### src/rtl/ramp_atten_pkg.sv
package ramp_atten_pkg;

    typedef enum logic [1:0] {
        LV_HOLD   = 2'd0,
        LV_RAMP   = 2'd1,
        LV_ZCWAIT = 2'd2
    } lv_state_e;

    // Gain for a level code: start at unity (2^frac) at the top code and
    // apply the rounded 1 dB multiplier once per code below it.
    function automatic longint unsigned gain_of(input int code, input int top,
                                                input int frac,
                                                input longint unsigned mul,
                                                input int mf);
        longint unsigned g;
        g = 64'd1 << frac;
        for (int k = top; k > code; k--) begin
            g = (g * mul + (64'd1 << (mf - 1))) >> mf;
        end
        if (code == 0) begin
            g = 64'd0;
        end
        return g;
    endfunction

endpackage

### src/rtl/ramp_level_ctrl.sv
module ramp_level_ctrl
    import ramp_atten_pkg::*;
#(
    parameter int LVL_W    = 6,
    parameter int STEP_SMP = 8,
    parameter int TMO_SMP  = 512
) (
    input  logic             clk,
    input  logic             rst_n,
    input  logic             smp_valid,
    input  logic             smp_sign,
    input  logic [LVL_W-1:0] target,
    input  logic             zc_en,
    input  logic             zc_grant,
    output logic             zc_want,
    output logic [LVL_W-1:0] level
);
    localparam int CNT_W = (STEP_SMP > 1) ? $clog2(STEP_SMP) : 1;
    localparam int TMO_W = (TMO_SMP > 1) ? $clog2(TMO_SMP) : 1;
    localparam logic [CNT_W-1:0] CNT_LAST = CNT_W'(STEP_SMP - 1);
    localparam logic [TMO_W-1:0] TMO_LAST = TMO_W'(TMO_SMP - 1);

    lv_state_e        st, st_nx;
    logic [CNT_W-1:0] cnt;
    logic [TMO_W-1:0] tmo;
    logic             prev_sign;
    logic             differ;
    logic             zc_hit;
    logic             step;

    assign differ  = (target != level);
    assign zc_hit  = smp_sign ^ prev_sign;
    assign zc_want = (st == LV_ZCWAIT) && differ && smp_valid && zc_en && zc_hit;

    // next state and step decision
    always_comb begin
        st_nx = st;
        step  = 1'b0;
        unique case (st)
            LV_HOLD: begin
                if (differ) st_nx = LV_RAMP;
            end
            LV_RAMP: begin
                if (!differ) begin
                    st_nx = LV_HOLD;
                end else if (smp_valid && cnt == CNT_LAST) begin
                    if (zc_en) st_nx = LV_ZCWAIT;
                    else       step  = 1'b1;
                end
            end
            LV_ZCWAIT: begin
                if (!differ) begin
                    st_nx = LV_HOLD;
                end else if (smp_valid) begin
                    if (!zc_en || tmo == TMO_LAST || (zc_want && zc_grant)) begin
                        step  = 1'b1;
                        st_nx = LV_RAMP;
                    end
                end
            end
            default: st_nx = LV_HOLD;
        endcase
    end

    // state register
    always_ff @(posedge clk or negedge rst_n) begin
        if (!rst_n) st <= LV_HOLD;
        else        st <= st_nx;
    end

    // counters, sign history and working level
    always_ff @(posedge clk or negedge rst_n) begin
        if (!rst_n) begin
            cnt       <= '0;
            tmo       <= '0;
            prev_sign <= 1'b0;
            level     <= '1;
        end else begin
            if (smp_valid) prev_sign <= smp_sign;
            if (st != LV_RAMP)  cnt <= '0;
            else if (smp_valid) cnt <= (cnt == CNT_LAST) ? '0 : cnt + 1'b1;
            if (st != LV_ZCWAIT) tmo <= '0;
            else if (smp_valid && tmo != TMO_LAST) tmo <= tmo + 1'b1;
            if (step) level <= (target > level) ? level + 1'b1 : level - 1'b1;
        end
    end

    AST_ONE_CODE_PER_STEP: assert property (@(posedge clk) disable iff (!rst_n)
        (level == $past(level)) || (level == $past(level) + 1'b1) || (level == $past(level) - 1'b1));
    AST_STEP_ON_SAMPLE: assert property (@(posedge clk) disable iff (!rst_n)
        !$stable(level) |-> $past(smp_valid));
    AST_MUTE_FLOOR_HELD: assert property (@(posedge clk) disable iff (!rst_n)
        (target == '0 && level == '0) |=> (level == '0));
    AST_TMO_BOUND: assert property (@(posedge clk) disable iff (!rst_n)
        (st != LV_ZCWAIT) |=> (tmo == '0));

endmodule

### src/rtl/gain_apply.sv
module gain_apply
    import ramp_atten_pkg::*;
#(
    parameter int              DATA_W   = 24,
    parameter int              LVL_W    = 6,
    parameter int              GAIN_F   = 23,
    parameter longint unsigned STEP_MUL = 64'd14952710,
    parameter int              STEP_F   = 24
) (
    input  logic              clk,
    input  logic              rst_n,
    input  logic              in_valid,
    input  logic [DATA_W-1:0] x,
    input  logic [LVL_W-1:0]  code,
    output logic [DATA_W-1:0] y
);
    localparam int NLVL = 1 << LVL_W;
    localparam int GW   = GAIN_F + 1;
    localparam int PW   = DATA_W + GW + 1;
    localparam logic signed [PW-1:0] HALF = PW'(64'sd1 <<< (GAIN_F - 1));
    localparam logic signed [PW-1:0] MAXV = PW'((64'sd1 <<< (DATA_W - 1)) - 64'sd1);
    localparam logic signed [PW-1:0] MINV = ~MAXV;

    logic [GW-1:0]          gtab [NLVL];
    logic [GW-1:0]          g;
    logic signed [PW-1:0]   prod, rnd, shd;
    logic [DATA_W-1:0]      y_n;

    for (genvar k = 0; k < NLVL; k++) begin : g_tab
        localparam longint unsigned GV = gain_of(k, NLVL - 1, GAIN_F, STEP_MUL, STEP_F);
        assign gtab[k] = GW'(GV);
    end

    assign g    = gtab[code];
    assign prod = PW'($signed(x)) * PW'($signed({1'b0, g}));
    assign rnd  = prod + HALF;
    assign shd  = rnd >>> GAIN_F;

    always_comb begin
        if (shd > MAXV)      y_n = MAXV[DATA_W-1:0];
        else if (shd < MINV) y_n = MINV[DATA_W-1:0];
        else                 y_n = shd[DATA_W-1:0];
    end

    always_ff @(posedge clk or negedge rst_n) begin
        if (!rst_n)        y <= '0;
        else if (in_valid) y <= y_n;
    end

    AST_SILENT_CODE: assert property (@(posedge clk) disable iff (!rst_n)
        (in_valid && code == '0) |=> (y == '0));

endmodule

### src/rtl/stereo_ramp_atten.sv
module stereo_ramp_atten
    import ramp_atten_pkg::*;
#(
    parameter int DATA_W   = 24,
    parameter int LVL_W    = 6,
    parameter int STEP_SMP = 8,
    parameter int TMO_SMP  = 512
) (
    input  logic              clk,
    input  logic              rst_n,
    input  logic              smp_valid,
    input  logic [DATA_W-1:0] smp_left,
    input  logic [DATA_W-1:0] smp_right,
    input  logic [LVL_W-1:0]  lvl_left,
    input  logic [LVL_W-1:0]  lvl_right,
    input  logic              mute_left,
    input  logic              mute_right,
    input  logic              zc_en,
    output logic              out_valid,
    output logic [DATA_W-1:0] out_left,
    output logic [DATA_W-1:0] out_right
);
    localparam int NCH = 2;

    logic [NCH-1:0][DATA_W-1:0] x_a, y_a;
    logic [NCH-1:0][LVL_W-1:0]  lvl_a, tgt_a, cur_a;
    logic [NCH-1:0]             mute_a, want_a, grant_a, take_a;
    logic                       turn;   // 0: left holds the grant, 1: right

    assign x_a    = {smp_right, smp_left};
    assign lvl_a  = {lvl_right, lvl_left};
    assign mute_a = {mute_right, mute_left};

    assign grant_a[0] = !want_a[1] || (turn == 1'b0);
    assign grant_a[1] = !want_a[0] || (turn == 1'b1);
    assign take_a     = want_a & grant_a;

    for (genvar ch = 0; ch < NCH; ch++) begin : g_ch
        assign tgt_a[ch] = mute_a[ch] ? '0 : lvl_a[ch];

        ramp_level_ctrl #(
            .LVL_W    (LVL_W),
            .STEP_SMP (STEP_SMP),
            .TMO_SMP  (TMO_SMP)
        ) u_ctrl (
            .clk       (clk),
            .rst_n     (rst_n),
            .smp_valid (smp_valid),
            .smp_sign  (x_a[ch][DATA_W-1]),
            .target    (tgt_a[ch]),
            .zc_en     (zc_en),
            .zc_grant  (grant_a[ch]),
            .zc_want   (want_a[ch]),
            .level     (cur_a[ch])
        );

        gain_apply #(
            .DATA_W (DATA_W),
            .LVL_W  (LVL_W)
        ) u_gain (
            .clk      (clk),
            .rst_n    (rst_n),
            .in_valid (smp_valid),
            .x        (x_a[ch]),
            .code     (cur_a[ch]),
            .y        (y_a[ch])
        );
    end

    always_ff @(posedge clk or negedge rst_n) begin
        if (!rst_n) begin
            turn      <= 1'b0;
            out_valid <= 1'b0;
        end else begin
            out_valid <= smp_valid;
            if (take_a[0])      turn <= 1'b1;
            else if (take_a[1]) turn <= 1'b0;
        end
    end

    assign out_left  = y_a[0];
    assign out_right = y_a[1];

    AST_VALID_FOLLOWS: assert property (@(posedge clk) disable iff (!rst_n)
        smp_valid |=> out_valid);
    AST_NO_IDLE_OUTPUT: assert property (@(posedge clk) disable iff (!rst_n)
        !smp_valid |=> !out_valid);
    AST_SINGLE_ZC_GRANT: assert property (@(posedge clk) disable iff (!rst_n)
        $onehot0(take_a));

endmodule

### config.mk
export PLATFORM = sky130hd
export DESIGN_NAME = stereo_ramp_atten
export DESIGN_NICKNAME = d
export VERILOG_FILES = /design/src/rtl/ramp_atten_pkg.sv /design/src/rtl/ramp_level_ctrl.sv /design/src/rtl/gain_apply.sv /design/src/rtl/stereo_ramp_atten.sv
export SDC_FILE = /design/constraint.sdc
export NUM_CORES = 2
export LEC_CHECK = 0
export BUFFER_PORTS_ARGS = -buffer_cell sky130_fd_sc_hd__buf_2
export CORE_MARGIN = 2
export CORE_UTILIZATION = 40
export CTS_CLUSTER_SIZE = 30
export DETAILED_ROUTE_END_ITERATION = 7
export GPL_TIMING_DRIVEN = 0
export MAX_ROUTING_LAYER = met4
export PLACE_DENSITY = 0.63
export SLEW_MARGIN = 20
export SYNTH_ARGS = -nofsm -noshare
export SYNTH_HDL_FRONTEND = slang
export SYNTH_SLANG_ARGS = --single-unit
### constraint.sdc
create_clock -name clk -period 9.5 [get_ports clk]
set_clock_uncertainty 0.1 [all_clocks]
set_input_delay 0.95 -clock clk [delete_from_list [all_inputs] [get_ports clk]]
set_output_delay 0.95 -clock clk [all_outputs]
set_load 0.005 [all_outputs]
# --- After elaboration in Yosys (flattened, before gate mapping) ---
# Memory sizes are Yosys's and may differ from the RTL's.
# Index checks and enable logic that the tools add are counted.
totals:
  inputBits: 66
  ff_bits: 92
  output_inout_bits: 49
  mem_bits_ro: 3072
  wordCells: 152
  mem_count: 2
op_classes:
  eq_ne: 26
  add_sub_neg: 10
  reduce_logical: 32
  magnitude_cmp: 8
  n_mux: 52
  bitwise: 6
  n_mul: 2
memory_table:
  columns: ["name", "depth", "word_bits", "rd", "rd_ports_with_merged_regs", "write_ports", "line_no", "source"]
  rows:
  - ["(name not given)", 64, 24, 1, 0, 0, "gain_apply.sv:34", "assign g = gtab[code];"]
  - ["(name not given)", 64, 24, 1, 0, 0, "gain_apply.sv:34", null]
ops:
  columns: ["cell", "count"]
  rows:
  - ["two-way mux 24 bit", 8]
  - ["adder 49 x 24 -> 49 bit, second input constant", 2]
  - ["multiplier 24 x 25 -> 49 bit", 2]
  - ["> comparator 26 x 24 -> 1 bit, second input constant", 2]
  - ["< comparator 26 x 24 -> 1 bit, second input constant", 2]
  - ["two-way mux 9 bit", 4]
  - ["two-way mux 2 bit", 13]
  - ["two-way mux 6 bit", 4]
  - ["!= test 3 bit, second input constant", 8]
  - ["adder 9 x 1 -> 9 bit, second input constant", 2]
  - ["equality test 9 bit, second input constant", 2]
  - ["two-way mux 3 bit", 6]
  - ["!= test 9 bit, second input constant", 2]
  - [">= comparator 7 bit, second input constant", 2]
  - ["logical AND 1 bit", 14]
  - ["inverter 6 -> 7 bit", 2]
  - ["two-way mux 1 bit", 13]
  - ["adder 6 x 1 -> 6 bit, second input constant", 2]
  - ["> comparator 6 bit", 2]
  - ["!= test 6 bit", 2]
  - ["case mux 2 bit (3 select lines)", 2]
  - ["subtractor 6 x 1 -> 6 bit, second input constant", 2]
  - ["AND reduction 5 bit", 2]
  - ["nonzero test 2 bit", 5]
  - ["other kinds (13)", 31]

# --- Logic depth before layout (Yosys ltp) ---
logic_depth:
  depth_word: 14
  depth_mapped: 39
  mapped_depth_nobuf: 35

# --- Hierarchy ---
# A second synthesis with hierarchy kept.
unflattened:
  hier_cells: 5689
  area_unflattened_um2: 47692.0
by_module_without_submodules:
  columns: ["mod", "area_per_inst_um2", "cells_each", "seq_area_each_um2", "instances"]
  rows:
  - ["gain_apply at g_ch[1].u_gain", 22407.7, 2679, 600.6, 1]
  - ["gain_apply at g_ch[0].u_gain", 22246.3, 2700, 600.6, 1]
  - ["ramp_level_ctrl", 1441.4, 146, 533.0, 2]
  - ["stereo_ramp_atten", 155.1, 18, 50.0, 1]

# --- Least setup slack after synthesis ---
# OpenSTA, ideal clock, no wires.
synth_path:
  kind: "reg-to-reg"
  startpoint: "reg g_ch[1].u_ctrl.level[1]"
  endpoint: "reg g_ch[1].u_gain.y[20]"
  n_path_buf: 6
  setup_ns: 0.132
  path_slack_ns: 0.188
  required_time_ns: 9.268
  path_stages_with_launch: 37
  period_less_slack_ns: 9.312
  arrival_ns: 9.080
  cell_sequence: "dfstp_2 -> clkbuf_1 -> inv_1 -> ha_1 -> clkbuf_1 -> nand2b_1 -> nand2_1 -> a21oi_1 -> o21ai_0 -> and2_1 -> clkbuf_1 -> clkbuf_1 -> nand2_1 -> fa_1 -> inv_1 -> fa_1 -> inv_1 -> fa_1 -> inv_1 -> fa_1 -> fa_1 -> fa_1 -> inv_1 -> fa_1 -> inv_1 -> ha_1 -> clkbuf_1 -> nand2_1 -> or4_1 -> nor3_1 -> o311ai_2 -> a21oi_1 -> o21a_1 -> o21ai_2 -> a21oi_4 -> buf_4 -> o32ai_1"
synth_via:
  elab_chain_len: 9
  word_cells_on_any_way: 10
  cone_classes: "1 x add/sub; 1 x mul; 2 x order compare; 4 x mux; 1 x bitwise; 1 x memory"
synth_lines:
  columns: ["element", "line_no", "source"]
  rows:
  - ["start, declared", "ramp_level_ctrl.sv:16", "output logic [LVL_W-1:0] level"]
  - ["start signal, assigned", "ramp_level_ctrl.sv:84", "if (step) level <= (target > level) ? level + 1'b1 : level - 1'b1;"]
  - ["inverter 6 -> 7 bit (not written as such) (*)", "gain_apply.sv:34", null]
  - ["memory (64 x 24 bit) (*)", null, null]
  - ["two-way mux 24 bit (not written as such) (*) (2 in a row)", "gain_apply.sv:34", null]
  - ["multiplier 24 x 25 -> 49 bit (*)", "gain_apply.sv:35", "assign prod = PW'($signed(x)) * PW'($signed({1'b0, g}));"]
  - ["adder 49 x 24 -> 49 bit (*)", "gain_apply.sv:36", "assign rnd = prod + HALF;"]
  - ["< comparator 26 x 24 -> 1 bit", "gain_apply.sv:41", "else if (shd < MINV) y_n = MINV[DATA_W-1:0];"]
  - ["two-way mux 24 bit", "gain_apply.sv:41", null]
  - ["two-way mux 24 bit (*)", "gain_apply.sv:40", "if (shd > MAXV) y_n = MAXV[DATA_W-1:0];"]
  - ["end signal, assigned", "gain_apply.sv:47", "else if (in_valid) y <= y_n;"]
  - ["end, declared", "gain_apply.sv:15", "output logic [DATA_W-1:0] y"]
# Mark *: on every way between the ends. The rest lies on a longest branch, timed or not. The select of a mux whose other input is x is not followed.
# A chain may end at the register's enable or synchronous reset.

# --- Worst setup path in the final report ---
layout_path:
  startpoint: "reg g_ch[0].u_ctrl.level[3]"
  endpoint: "reg g_ch[0].u_gain.y[9]"
layout_via:
  elab_chain_len: 9
  word_cells_on_any_way: 10
  cone_classes: "1 x add/sub; 1 x mul; 2 x order compare; 4 x mux; 1 x bitwise; 1 x memory"
layout_lines:
  columns: ["element", "line_no"]
  rows:
  - ["start, declared", "ramp_level_ctrl.sv:16"]
  - ["start signal, assigned", "ramp_level_ctrl.sv:84"]
  - ["inverter 6 -> 7 bit (not written as such) (*)", "gain_apply.sv:34"]
  - ["memory (64 x 24 bit) (*)", null]
  - ["two-way mux 24 bit (not written as such) (*) (2 in a row)", "gain_apply.sv:34"]
  - ["multiplier 24 x 25 -> 49 bit (*)", "gain_apply.sv:35"]
  - ["adder 49 x 24 -> 49 bit (*)", "gain_apply.sv:36"]
  - ["< comparator 26 x 24 -> 1 bit", "gain_apply.sv:41"]
  - ["two-way mux 24 bit", "gain_apply.sv:41"]
  - ["two-way mux 24 bit (*)", "gain_apply.sv:40"]
  - ["end signal, assigned", "gain_apply.sv:47"]
  - ["end, declared", "gain_apply.sv:15"]
# Marked as above.

==> out/metrics.cfg <==
[critical_path]
cp.required_ps = 9610
reg2regPathDepth = 35
end_kind = flip-flop
critPathKind = reg -> reg
slowest_stage = fa_2
critPathMaxStageDelay_ps = 630
path_delay_family = adder cells
timing.rr.start = g_ch[0].u_ctrl.level[3]
cp.arrival_ps = 9510
crit_path_frequent_cell = fa_1
reg2reg_setup_slack_ps = 100
cp-start-kind = flip-flop
crit_buf_inv = 13
cp_max_fo = 10
rr_endpoint = g_ch[0].u_gain.y[9]

[global_routing]
grt_start_max_net_pins = 72
grt_pass1_wl_microns = 263000
overflow = 0
grt_pass1_vias = 42356
antenna_found_initial = 7
gr-usage-all-layers = 0.294

[detailed_routing]
drc_errors = 0
post_drt_wl_per_cell_microns = 23.0
avgViaCountPerCell = 5.49
antenna_left = 0
drt_iter0_drc = 3935
wl_microns = 174000
drt_first_pass_iters = 6
num_vias = 41500

[placed_design]
postPlaceCellArea_sq_um = 50200
dp_hpwl_microns = 142000
place_inst = 7364
numPortBuffers = 114
place_congestion = 1.03

[sta]
finalCritPeriodShare = 0.989
fin_crit_ps = 9400
slew_violations = 0
timing.fmax_mhz = 106
setup_violations = 0
maxSlewHeadroom = 0.296
max_slew.worst_pin.slew_ps = 1050
rsz0062_at_grt = yes
finalHoldViolCount = 0

[yosys]
ys.flop_type = dfrtp_1
syn_area_sq_um = 47600
yosys_warnings = 0
synth-seq-cells = 92
synth_top_area_frac = 0.406
ys_seq_area_frac = 0.0486
synth.avg_cell_area_sq_um = 8.35
syn_nets = 7193
yosys.area.top_type = fa_1
synth_common_cells = inv_1 (1,264), fa_1 (966), nand2_1 (856), ha_1 (452), and2_1 (409)
synth.distinct_cells = 95
syn_inst = 5709
synth_edf_count = 0
yosys.cell_count.top_type = inv_1
synthArstFlopShare = 1.00
synthTopCellsByArea = fa_1 (41%), ha_1 (12%), inv_1 (10%)

[cells_and_area]
design_area_sq_um = 54800
areaGrowthSynthToFinish_pct = 15.0
final_util = 0.464
fin_cells = 7558
fin_nets = 7495
final_layout_size_suffix_gt1_frac = 0.141

[clock_tree]
cts-root-buf = clkbuf_16
cts_num_sinks = 92
path_clk_slew_ps = 80
ctsLongestPathBuffers = 2
numCtsBuffers = 9
insertion_delay_ps = 370
htreeDepth = 3
cts_hold_buf = 0
cts_tree = yes

[floorplan]
die_height_microns = 349
io_pins = 115
fp.dieW_microns = 349
coreArea_sq_um = 118000
row_count = 126
start_util = 0.404
die_area_sq_um = 122000

[status]
status = finished clean

[worst_hold_path]
worstHoldPathType = in -> async

[job]
maxCapViolCount = 0

[worst reg2reg max path, delay by kind of cell (launching register included)]
kind / cells / cell delay (ps)
buf+inv: 13 / 1860
mux: 1 / 370
flops: 1 / 620
simple gates: 3 / 690
compound gates: 10 / 1740
fa+ha+maj: 8 / 3870
[registers in the layout, summed over array words and instances, names as in the netlist]
signal                 flops
g_ch.u_ctrl.cnt            6
g_ch.u_ctrl.level         12
g_ch.u_ctrl.prev_sign      2
g_ch.u_ctrl.st             4
g_ch.u_ctrl.tmo           18
g_ch.u_gain.y             48
out_valid                  1
turn                       1
[how the worst max path moves through the flow]
stage                             from              endpoint  slack (ps)  depth (start not counted)
2_1_floorplan  g_ch[1].u_ctrl.level[1]  g_ch[1].u_gain.y[20]         190                         36
3_3_place_gp   g_ch[1].u_ctrl.level[1]  g_ch[1].u_gain.y[20]       -3500                         36
3_5_place_dp   g_ch[1].u_ctrl.level[1]  g_ch[1].u_gain.y[20]       -3090                         36
4_1_cts        g_ch[1].u_ctrl.level[0]  g_ch[1].u_gain.y[18]         0.6                         36
5_1_grt        g_ch[0].u_ctrl.level[0]   g_ch[0].u_gain.y[9]        -130                         36
6_report       g_ch[0].u_ctrl.level[3]   g_ch[0].u_gain.y[9]         100                         35
[cell usage in the layout, fill, tap and decap left out, types with 19 or more instances in the layout]
| master | count |
|---|---|
| and2_1 | 402 |
| nand2b_1 | 36 |
| and3_1 | 32 |
| ha_1 | 404 |
| nand2_1 | 847 |
| buf_4 | 184 |
| nor2_1 | 191 |
| o211ai_1 | 23 |
| o21ai_1 | 20 |
| buf_8 | 22 |
| fa_1 | 937 |
| nand3_1 | 47 |
| inv_2 | 23 |
| a21oi_1 | 174 |
| buf_2 | 125 |
| nor3_1 | 40 |
| clkbuf_2 | 33 |
| a21oi_2 | 20 |
| buf_6 | 37 |
| xor2_1 | 23 |
| clkbuf_1 | 122 |
| xnor2_1 | 38 |
| nor2b_1 | 51 |
| clkbuf_4 | 38 |
| nand4_1 | 30 |
| ha_4 | 32 |
| fa_2 | 29 |
| a21o_1 | 50 |
| a211oi_1 | 19 |
| inv_1 | 1239 |
| o21ai_0 | 140 |
| dfrtp_1 | 80 |
[stage by stage]
stage / hold slack (ps) / worst slack [ps] / TNS (ps)
2_1_floorplan: 373 / 188 / 0
3_3_place_gp: 367 / -3500 / -163020
3_5_place_dp: 370 / -3090 / -128560
4_1_cts: 319 / 0.592 / 0
5_1_grt: 315 / -130 / -2700
6_report: 321 / 103 / 0
[cells by family (layout without fill, tap and decap cells)]
kind of cell	Yosys count	in the layout	synth area share
and+or+nand+nor	1816	1816	0.182
buffers and inverters	1578	1885	0.126
adders and majority gates	1418	1418	0.525
AOI/OAI and AO/OA	706	706	0.0962
DFF	92	92	0.0486
xor gates and xnor gates	61	61	0.0112
muxes	38	38	0.0118
other	0	6	0
[what timing repair did]
| item | 4_1_cts | 5_1_grt |
|---|---|---|
| resized for setup | 468 | 363 |
| endpoints found under the setup margin | 48 | 48 |
| buffers inserted | 101 | 82 |
| pin swaps | 49 | 126 |
| gates cloned | 2 | 6 |
[final cells by class]
class                      instances  area (sq um)
inverter                        1271          4790
multi-input combinational       4039         41100
tap                             1536          1920
timing repair buffer             310          2320
clock buffer                      10           229
fill                           11442         63300
buffer                           288          2000
antenna                            6          15.0
sequential                        92          2320
clock inverter                     6          70.1
[layer usage]
metal,vias to the layer above,track usage,share of wire,wire length (microns)
met5,-,-,0,0
met4,0,0.101,0.043,7480
met3,374,0.0567,0.10,17500
met2,2024,0.452,0.45,78300
met1,20999,0.389,0.41,70800
li1,18103,-,-,-
Power is not shown: default switching activity piles up to over one toggle a cycle in this logic, so the estimate is an artifact.
